## src/rtl/tdm_rx_pkg.sv

```systemverilog
package tdm_rx_pkg;
  localparam int unsigned SLOT_BITS_DEF = 8;
  localparam int unsigned NUM_SLOTS_DEF = 32;
endpackage

```

## src/rtl/tdm_frame_pos.sv

```systemverilog
module tdm_frame_pos #(
  parameter int unsigned POS_W = 8
) (
  input  logic             clk_i,
  input  logic             rst_ni,
  input  logic             sync_i,
  output logic [POS_W-1:0] cur_pos_o,
  output logic             seen_o,
  output logic             locked_o
);
  // pos_q: position the counter expects for the bit sampled this cycle
  logic [POS_W-1:0] pos_q;
  logic             seen_q, locked_q;
  logic             at_start;

  assign cur_pos_o = sync_i ? '0 : pos_q;
  assign at_start  = (pos_q == '0);
  assign seen_o    = seen_q;
  assign locked_o  = locked_q;

  always_ff @(posedge clk_i or negedge rst_ni) begin
    if (!rst_ni) begin
      pos_q    <= '0;
      seen_q   <= 1'b0;
      locked_q <= 1'b0;
    end else begin
      pos_q  <= cur_pos_o + POS_W'(1);
      seen_q <= seen_q | sync_i;
      if (sync_i)                locked_q <= seen_q & at_start;
      else if (seen_q && at_start) locked_q <= 1'b0;
    end
  end

  a_r2_sync_restarts: assert property (@(posedge clk_i) disable iff (!rst_ni)
    sync_i |=> (pos_q == POS_W'(1)));
  a_r8_misplaced_unlocks: assert property (@(posedge clk_i) disable iff (!rst_ni)
    (sync_i && !at_start) |=> !locked_o);
  a_r9_missing_unlocks: assert property (@(posedge clk_i) disable iff (!rst_ni)
    (seen_q && at_start && !sync_i) |=> !locked_o);
  a_r7_lock_on_sync: assert property (@(posedge clk_i) disable iff (!rst_ni)
    $rose(locked_o) |-> $past(sync_i));
endmodule

```

## src/rtl/tdm_slot_deser.sv

```systemverilog
module tdm_slot_deser #(
  parameter int unsigned SLOT_BITS = 8,
  parameter int unsigned SLOT_W    = 5,
  parameter int unsigned BIT_W     = 3,
  localparam int unsigned POS_W    = SLOT_W + BIT_W
) (
  input  logic                 clk_i,
  input  logic                 rst_ni,
  input  logic                 ser_i,
  input  logic [POS_W-1:0]     cur_pos_i,
  input  logic                 seen_i,
  output logic [SLOT_BITS-1:0] byte_o,
  output logic [SLOT_W-1:0]    slot_o,
  output logic                 valid_o
);
  logic [SLOT_BITS-2:0] shreg_q;
  logic                 emit;

  assign emit = seen_i && (cur_pos_i[BIT_W-1:0] == BIT_W'(SLOT_BITS - 1));

  always_ff @(posedge clk_i or negedge rst_ni) begin
    if (!rst_ni) begin
      shreg_q <= '0;
      byte_o  <= '0;
      slot_o  <= '0;
      valid_o <= 1'b0;
    end else begin
      shreg_q <= {shreg_q[SLOT_BITS-3:0], ser_i};
      valid_o <= emit;
      if (emit) begin
        byte_o <= {shreg_q, ser_i};
        slot_o <= cur_pos_i[POS_W-1:BIT_W];
      end
    end
  end

  a_r4_single_pulse: assert property (@(posedge clk_i) disable iff (!rst_ni)
    valid_o |=> !valid_o);
  a_r6_quiet_before_sync: assert property (@(posedge clk_i) disable iff (!rst_ni)
    !seen_i |-> !valid_o);
  a_r10_hold_between: assert property (@(posedge clk_i) disable iff (!rst_ni)
    !valid_o |-> ($stable(byte_o) && $stable(slot_o)));
endmodule

```

## src/rtl/tdm_rx.sv

```systemverilog
module tdm_rx
  import tdm_rx_pkg::*;
#(
  parameter int unsigned SLOT_BITS = SLOT_BITS_DEF,
  parameter int unsigned NUM_SLOTS = NUM_SLOTS_DEF,
  localparam int unsigned BIT_W    = $clog2(SLOT_BITS),
  localparam int unsigned SLOT_W   = $clog2(NUM_SLOTS),
  localparam int unsigned POS_W    = BIT_W + SLOT_W
) (
  input  logic                 clk_i,
  input  logic                 rst_ni,
  input  logic                 ser_i,
  input  logic                 sync_i,
  output logic [SLOT_BITS-1:0] byte_o,
  output logic [SLOT_W-1:0]    slot_o,
  output logic                 byte_valid_o,
  output logic                 locked_o
);
  logic [POS_W-1:0] cur_pos;
  logic             seen;

  tdm_frame_pos #(.POS_W(POS_W)) i_frame_pos (
    .clk_i     (clk_i),
    .rst_ni    (rst_ni),
    .sync_i    (sync_i),
    .cur_pos_o (cur_pos),
    .seen_o    (seen),
    .locked_o  (locked_o)
  );

  tdm_slot_deser #(.SLOT_BITS(SLOT_BITS), .SLOT_W(SLOT_W), .BIT_W(BIT_W)) i_slot_deser (
    .clk_i     (clk_i),
    .rst_ni    (rst_ni),
    .ser_i     (ser_i),
    .cur_pos_i (cur_pos),
    .seen_i    (seen),
    .byte_o    (byte_o),
    .slot_o    (slot_o),
    .valid_o   (byte_valid_o)
  );
endmodule

```

## config.mk

```make
export PLATFORM = sky130hd
export DESIGN_NAME = tdm_rx
export DESIGN_NICKNAME = d
export VERILOG_FILES = /design/src/rtl/tdm_rx_pkg.sv /design/src/rtl/tdm_frame_pos.sv /design/src/rtl/tdm_slot_deser.sv /design/src/rtl/tdm_rx.sv
export SDC_FILE = /design/constraint.sdc
export NUM_CORES = 1
export LEC_CHECK = 0
export CORE_UTILIZATION = 47
export DETAILED_ROUTE_END_ITERATION = 8
export PLACE_DENSITY_LB_ADDON = 0.1
export SYNTH_ARGS = -nofsm -noshare
export SYNTH_HDL_FRONTEND = slang
export SYNTH_SLANG_ARGS = --single-unit
```

## constraint.sdc

```tcl
create_clock -name clk_i -period 5.25 [get_ports clk_i]
set_input_delay 1.3125 -clock clk_i [delete_from_list [all_inputs] [get_ports clk_i]]
set_output_delay 1.3125 -clock clk_i [all_outputs]
set_load 0.05 [all_outputs]
```

* Word level (Yosys, flattened, before mapping) *
Cells that the tools add are included.
Widths: inputs -> output; s select.

cells by class
  add/sub/neg operators = 1
  $mul = 0
  divide/modulo/power cells = 0
  order comparisons = 0
  equal/unequal tests = 1
  shift-type cells = 0
  muxes and demuxes = 3
  bitwise gates (word level) = 2
  reduce and logical (&&, ||, !) cells = 4

operators with widths
  kind                 number
  $add 8x1->8 const B  1
  $logic_not 8->1      1
  $mux 8               1
  $eq 3x3->1 const B   1
  $logic_and 1x1->1    2
  $mux 1               2
  $reduce_bool 2->1    1
  $and 1x1->1          1
  $or 1x1->1           1

word-level totals
  register bits after elaboration = 31
  latch bits = 0
  RAM bits = 0
  memory bits (read-only) = 0
  bits of input ports = 4
  logic and storage cells = 18
  memories = 0

* Logic depth before layout (Yosys ltp) *
Gate-level depths: netlist (run 1).

  depth after elaboration = 4
  mapped depth = 8

* Cells and area by module *
From an unflattened synthesis (run 1), not the netlist that was laid out.

unflattened totals
  cells, all modules = 83
  area, all modules = 1238.7 µm²

modules (own cells, without submodules)
  module          instances  cells an instance  area an instance (µm²)  seq. area each (µm²)
  tdm_slot_deser  1          37                 742.0                   525.5
  tdm_frame_pos   1          46                 496.7                   250.2

* Least setup slack after synthesis (run 1) *
OpenSTA, ideal clock, no wires.

  path kind = input to register
  start = input port sync_i
  end = register i_slot_deser.byte_o[0]
  setup time = 0.125 ns
  data arrival time = 2.620 ns
  path slack = 2.506 ns
  cell stages on the path = 6
  cell sequence = clkbuf_1 > nor2b_1 > ha_1 > ha_1 > nand2_1 > mux2_2

on the way
  word-level cells in the longest chain between the ends = 3

RTL lines
  element                 RTL line              source
  start: declaration      tdm_rx.sv:13          input logic sync_i,
  $mux 8                  tdm_frame_pos.sv:16   assign cur_pos_o = sync_i ? '0 : pos_q;
  $eq 3x3->1              tdm_slot_deser.sv:19  assign emit = seen_i && (cur_pos_i[BIT_W-1:0] == BIT_W'(SLOT_BITS - 1));
  $logic_and 1x1->1       tdm_slot_deser.sv:19
  end signal: assignment  tdm_slot_deser.sv:31  byte_o <= {shreg_q, ser_i};
  end: declaration        tdm_slot_deser.sv:12  output logic [SLOT_BITS-1:0] byte_o,

No other way between the ends.
A chain may end at the register's enable or synchronous reset.

* Worst setup path in the final report (run 1) *
  start = input port sync_i
  end = register i_slot_deser.byte_o[7]

Same word-level chain as after synthesis.

==> results of run 1 <==
-- sequential cells by signal (all words and copies together) (netlist names) --
register,count
i_frame_pos.seen_o,1
i_slot_deser.valid_o,1
i_slot_deser.byte_o,8
i_frame_pos.pos_q,8
i_slot_deser.shreg_q,7
i_frame_pos.locked_o,1
i_slot_deser.slot_o,5
-- stage by stage --
stage | setup slack (ps) | total power [µW] | hold WS, ps | utilization [%] | instance area (µm²)
2_1_floorplan | 2510 | 320 | 350 | - | 1150
3_3_place_gp | 1670 | 351 | 356 | 60.6 | 1370
3_5_place_dp | 1570 | 353 | 359 | 60.6 | 1370
4_1_cts | 1920 | 480 | 380 | 62.8 | 1420
5_1_grt | 1740 | 495 | 391 | 62.8 | 1420
6_report | 1950 | 472 | 377 | 62.8 | 1420
-- layout make-up --
cell class	instances	area share, %
flip-flops and latches	31	54.8
multi-input cells	51	25.4
repair buffers	19	13.3
clock buffers	7	3.18
well taps	28	2.47
inverters	2	0.530
clock inverters	1	0.353
-- cell usage in the layout (no fill, tap or decap) --
cell / Yosys / final
nand4_1: 1 / 1
nand3_2: 1 / 1
dfrtp_1: 31 / 31
nand2_1: 7 / 7
clkbuf_4: 0 / 5
or3_1: 1 / 1
nor3_1: 1 / 1
buf_4: 0 / 1
clkdlybuf4s50_1: 0 / 18
or2_2: 1 / 1
clkbuf_1: 1 / 2
nand4b_1: 1 / 1
mux2i_1: 1 / 1
inv_1: 2 / 2
nor2_1: 2 / 2
nand2b_1: 5 / 5
and4_2: 1 / 1
ha_1: 2 / 2
a21oi_1: 2 / 2
nor4_1: 1 / 1
or2b_1: 1 / 1
nor2b_1: 4 / 4
o21ai_0: 6 / 6
clkinv_2: 0 / 1
mux2_2: 8 / 8
nand3_1: 2 / 2
xor2_1: 2 / 2
mux2_1: 1 / 1
-- power groups by stage --
stage               clock [µW]  sequential [µW]  combinational, µW
floorplan                    0              304               16.7
global placement             0              268               83.6
detailed placement           0              268               84.6
CTS                        132              263               84.8
global route               142              265               88.3
finish                     126              263               83.4
-- cells by family (layout without fill, tap and decap cells) --
| logic type | Yosys count | after routing |
|---|---|---|
| flops | 31 | 31 |
| simple gates | 29 | 29 |
| mux | 10 | 10 |
| compound gates | 8 | 8 |
| buf+inv | 4 | 29 |
| fa+ha+maj | 2 | 2 |
| xor+xnor | 2 | 2 |
-- how the worst min path moves through the flow --
stage,from,end,slack [ps]
final,i_slot_deser.shreg_q[0],i_slot_deser.shreg_q[1],380
after global placement,i_slot_deser.shreg_q[2],i_slot_deser.shreg_q[3],360
after floorplan,i_slot_deser.shreg_q[0],i_slot_deser.shreg_q[1],350
after detailed placement,i_slot_deser.shreg_q[1],i_slot_deser.shreg_q[2],360
after CTS,i_slot_deser.shreg_q[0],i_slot_deser.shreg_q[1],380
after global routing,i_slot_deser.shreg_q[0],i_slot_deser.shreg_q[1],390
-- layer usage --
metal,wire [µm],global-route usage (%)
met1,812,22.4
met2,712,20.1
met3,99,7.89
met4,33,9.46
met5,0,0
-- worst max-delay path, delay by kind of cell --
kind | cells | cell delay, ps
buf+inv | 1 | 710
simple gates | 2 | 620
fa+ha+maj | 2 | 450
mux | 1 | 400
==> flow_summary.yaml, run 1 <==
run_status:
  outcome: "finished clean"
placed_design:
  globalplace.congestion: 0.873
  io_buffer_count: 18
  post-place-cells: 131
  dp.final_hpwl_mm: 1.12
timing:
  drv_slew: 0
  fin_setup_tns_ps: 0
  tightest_slew_ps: 601
  finalCriticalPeriod_ps: 3300
  hold_viol: 0
  maxSlewHeadroom_pct: 59.9
  rsz0062_at_grt: "no"
  setup_viol: 0
  fmax_ghz: 0.303
  finalCritPeriodShare_pct: 62.9
  finalClockSkew_ps: 6.04
worst_setup_path:
  reg2reg_depth: 5
  critPathArrivalTime_ps: 3510
  path_common_cell: "ha_1"
  timing.rr.start: "i_frame_pos.pos_q[1]"
  rr_endpoint: "i_slot_deser.byte_o[7]"
  slowest_delay_ps: 710
  path_max_fanout: 19
  cp_cell_sequence: "clkdlybuf4s50_1 > nor2b_1 > ha_1 > ha_1 > nand2_1 > mux2_2"
  worstSetupStartpointType: "input pin"
  cp-endpoint: "i_slot_deser.byte_o[7]"
  endpoint_kind: "register"
  critPathKind: "in -> reg"
  worst_setup_path_startpoint: "sync_i"
  required_ps: 5460
  r2r_setup_slack_ps: 3260
  slowest_stage: "clkdlybuf4s50_1"
power:
  seqPwrFrac_pct: 55.7
  switchingPower_uw: 135
  powerDensity_nw_per_um2: 333
  leakage_uw: 0.000654
  switching_share_pct: 28.5
  p_comb_share_pct: 17.7
  irDropWorstVdd_mv: 0.254
  clockPowerShare_pct: 26.6
  p_int_uw: 337
run:
  maxCapViolCount: 0
synth:
  synth.area.mux_share_pct: 9.66
  synth-seq-area-share_pct: 67.3
  ys_types: 25
  syn_area_um2: 1150
  synth_top_area_share_pct: 67.3
  syn_nets: 92
  synth_top_family_by_area: "simple AND/OR/NAND/NOR gates"
  synth_largest_area_cell: "dfrtp_1"
  avgSynthCellArea_um2: 13.4
  synthSimpleGateAreaFrac_pct: 14.4
  synth-edff-count: 0
  synth_most_common_cell: "dfrtp_1"
  ys.flop_type: "dfrtp_1"
  ys_top_cells_by_count: "dfrtp_1, mux2_2, nand2_1"
  synth-seq-cells: 31
  synth_compound_area_share_pct: 3.47
  postSynthCellCount: 86
  synth_xor_xnor_area_share_pct: 1.52
  async_flop_share_pct: 100
  synthAdderAreaFrac_pct: 2.17
  ys_warn_count: 0
  synth.area.top_cells: "dfrtp_1, mux2_2, nand2b_1"
global_route:
  grt_pass1_vias: 650
  grt_pass1_wl_mm: 2.91
  grt_max_degree: 32
  track_usage_pct: 16.1
  gr-total-overflow: 0
  antenna_found_initial: 0
clocking:
  cts_tree: "built"
  htree_levels: 2
  cts_buffers: 5
  cts_max_path_buffers: 2
  cts_sinks: 31
  clkTransAtPathRegs_ps: 90
  cts.repair.resized: 0
  holdBufCountCts: 0
  clkLatencyLatePin_ps: 320
  cts-root-buf: "clkbuf_4"
  cts_setup_buffers: 0
finish:
  seqCellArea_um2: 776
  nFillCells: 195
  syn_to_final_growth_pct: 22.9
  finalNonFillerCells: 139
  multi_input_area_um2: 360
  num_antenna_cells: 0
  drive_gt1_share_pct: 16.2
  final_nets: 116
routing:
  first_pass_iters: 4
  drt-total-wl_mm: 1.66
  drt_iter0_drc: 9
  ant_nets: 0
  drcViolationCount: 0
  wire_per_inst_um: 11.9
  routed_via_density: 4.96
  vias: 689
floorplan:
  start_util_pct: 51.1
  rows: 17
  fp.dieH_um: 51.5
  core_area_um2: 2250
  io_pins: 19
  die_area_um2: 2650
  fp.dieW_um: 51.5
min_path:
  holdPathStages: 0
  worst_hold_path_type: "reg -> reg"
Note: power is estimated with default switching activity, not from simulation.
==> inputs of run 2 (changes only) <==
==> constraint.sdc (replaced) <==
create_clock -name clk_i -period 3.46 [get_ports clk_i]
set_input_delay 0.865 -clock clk_i [delete_from_list [all_inputs] [get_ports clk_i]]
set_output_delay 0.865 -clock clk_i [all_outputs]
set_load 0.05 [all_outputs]
==> run 2 against run 1 <==
Net effect:
- critical path depth increased by 2
- clock power increased by 56%
- first-iteration DRC count decreased by 33%
- critical endpoint is now i_slot_deser.slot_o[1]
- largest cell class unchanged
==> flow_summary.yaml, run 2 (same netlist as run 1, synthesis figures left out) <==
run_status:
  outcome: "finished clean"
worst_setup_path:
  path_max_fanout: 14
  required_ps: 3670
  cp_cell_sequence: "clkdlybuf4s50_1 > nor2b_1 > ha_1 > ha_1 > nand2_1 > buf_4 > nand2_1 > o21ai_0"
  critPathKind: "in -> reg"
  endpoint_kind: "register"
  worst-path-buf-inv: 2
  slowest_stage: "clkdlybuf4s50_1"
  worstSetupStartpointType: "input pin"
  slowest_delay_ps: 630
  critPathTopFamily: "buffers and inverters"
  critPathArrivalTime_ps: 2900
clocking:
  cts_sinks: 31
  cts_setup_buffers: 0
  holdBufCountCts: 0
  cts_max_path_buffers: 2
  cts-root-buf: "clkbuf_4"
  clkLatencyLatePin_ps: 320
  cts.repair.resized: 0
  cts_buffers: 5
  htree_levels: 2
  clkTransAtPathRegs_ps: 90
  cts_tree: "built"
routing:
  drcViolationCount: 0
  routed_via_density: 4.97
  drt_iter0_drc: 6
  drt-total-wl_mm: 1.81
  ant_nets: 0
  wire_per_inst_um: 12.9
  first_pass_iters: 2
  vias: 696
global_route:
  gr-total-overflow: 0
  antenna_found_initial: 0
  grt_pass1_wl_mm: 3.24
  grt_pass1_vias: 735
  track_usage_pct: 17.8
  grt_max_degree: 32
timing:
  finalCritPeriodShare_pct: 77.7
  setup_viol: 0
  finalClockSkew_ps: 3.67
  hold_viol: 0
  maxSlewHeadroom_pct: 66.8
  rsz0062_at_grt: "no"
  drv_slew: 0
  finalHoldWorstSlack_ps: 372
  finalCriticalPeriod_ps: 2690
  fmax_ghz: 0.372
  fin_setup_tns_ps: 0
  tightest_slew_ps: 497
finish:
  seqCellArea_um2: 776
  drive_gt1_share_pct: 17.0
  final_nets: 117
  syn_to_final_growth_pct: 23.6
  nFillCells: 201
  final_area_um2: 1420
  largestRegisters: "i_frame_pos.pos_q x8, i_slot_deser.byte_o x8, i_slot_deser.shreg_q x7"
  final_common_cell: "dfrtp_1"
  layout_common_cells: "dfrtp_1, clkdlybuf4s50_1, mux2_2"
  num_antenna_cells: 0
  multi_input_area_um2: 360
placed_design:
  dp.final_hpwl_mm: 1.28
  place_area_um2: 1370
  io_buffer_count: 18
  globalplace.congestion: 0.858
floorplan:
  die_area_um2: 2650
  io_pins: 19
  start_util_pct: 51.1
  rows: 17
  fp.dieH_um: 51.5
  core_area_um2: 2250
  fp.dieW_um: 51.5
min_path:
  worst_hold_path_type: "reg -> reg"
power:
  power_uw: 722
  leakage_uw: 0.000658
  powerDensity_nw_per_um2: 507
  irDropWorstVdd_mv: 0.335
run:
  maxCapViolCount: 0
==> run 2: final cells by class <==
type,count,area share (%)
sequential,31,54.5
multi-input combinational,51,25.3
timing repair buffer,20,13.7
clock buffer,7,3.16
tap,28,2.46
inverter,2,0.527
clock inverter,1,0.351
==> run 2: path summary, 6_finish.rpt <==
kind / from / endpoint / slack (ps) / cells past startpoint
max: sync_i / i_slot_deser.slot_o[1] / 770 / 8
min: i_slot_deser.shreg_q[1] / i_slot_deser.shreg_q[2] / 370 / 0
max reg2reg: i_frame_pos.pos_q[1] / i_slot_deser.slot_o[1] / 1640 / 7
min reg2reg: i_slot_deser.shreg_q[1] / i_slot_deser.shreg_q[2] / 370 / 0
max in group asynchronous: rst_ni / i_slot_deser.slot_o[3] / 2250 / 2
min in group asynchronous: rst_ni / i_slot_deser.shreg_q[6] / 930 / 2
==> run 2: power breakdown <==
group	switching, µW	internal, µW	leakage (µW)
Sequential	13.7	386	0.000403
Clock	117	79.1	0.0000293
Combinational	80.1	46.7	0.000226
Total	210	512	0.000658
==> run 2: worst register-to-register path: cells and delay by family (launching register included) <==
kind | cells | cell delay [ps]
buffers and inverters | 1 | 270
AND/OR/NAND/NOR | 3 | 580
AO/OA/AOI/OAI | 1 | 80
adder cells (fa/ha/maj) | 2 | 410
flip-flops | 1 | 370
==> run 2: layer usage <==
layer	routed length (µm)	vias up	track usage, %
li1	-	341	-
met1	867	333	21.4
met2	798	16	26.2
met3	99	6	8.77
met4	44	0	9.46
met5	0	-	0
==> run 2: through the flow <==
step / setup slack (ps) / std cells / utilization (%)
2_1_floorplan: 1160 / 86 / -
3_3_place_gp: 521 / 132 / 60.9
3_5_place_dp: 429 / 132 / 60.9
4_1_cts: 800 / 140 / 63.2
5_1_grt: 627 / 140 / 63.2
6_report: 772 / 140 / 63.2
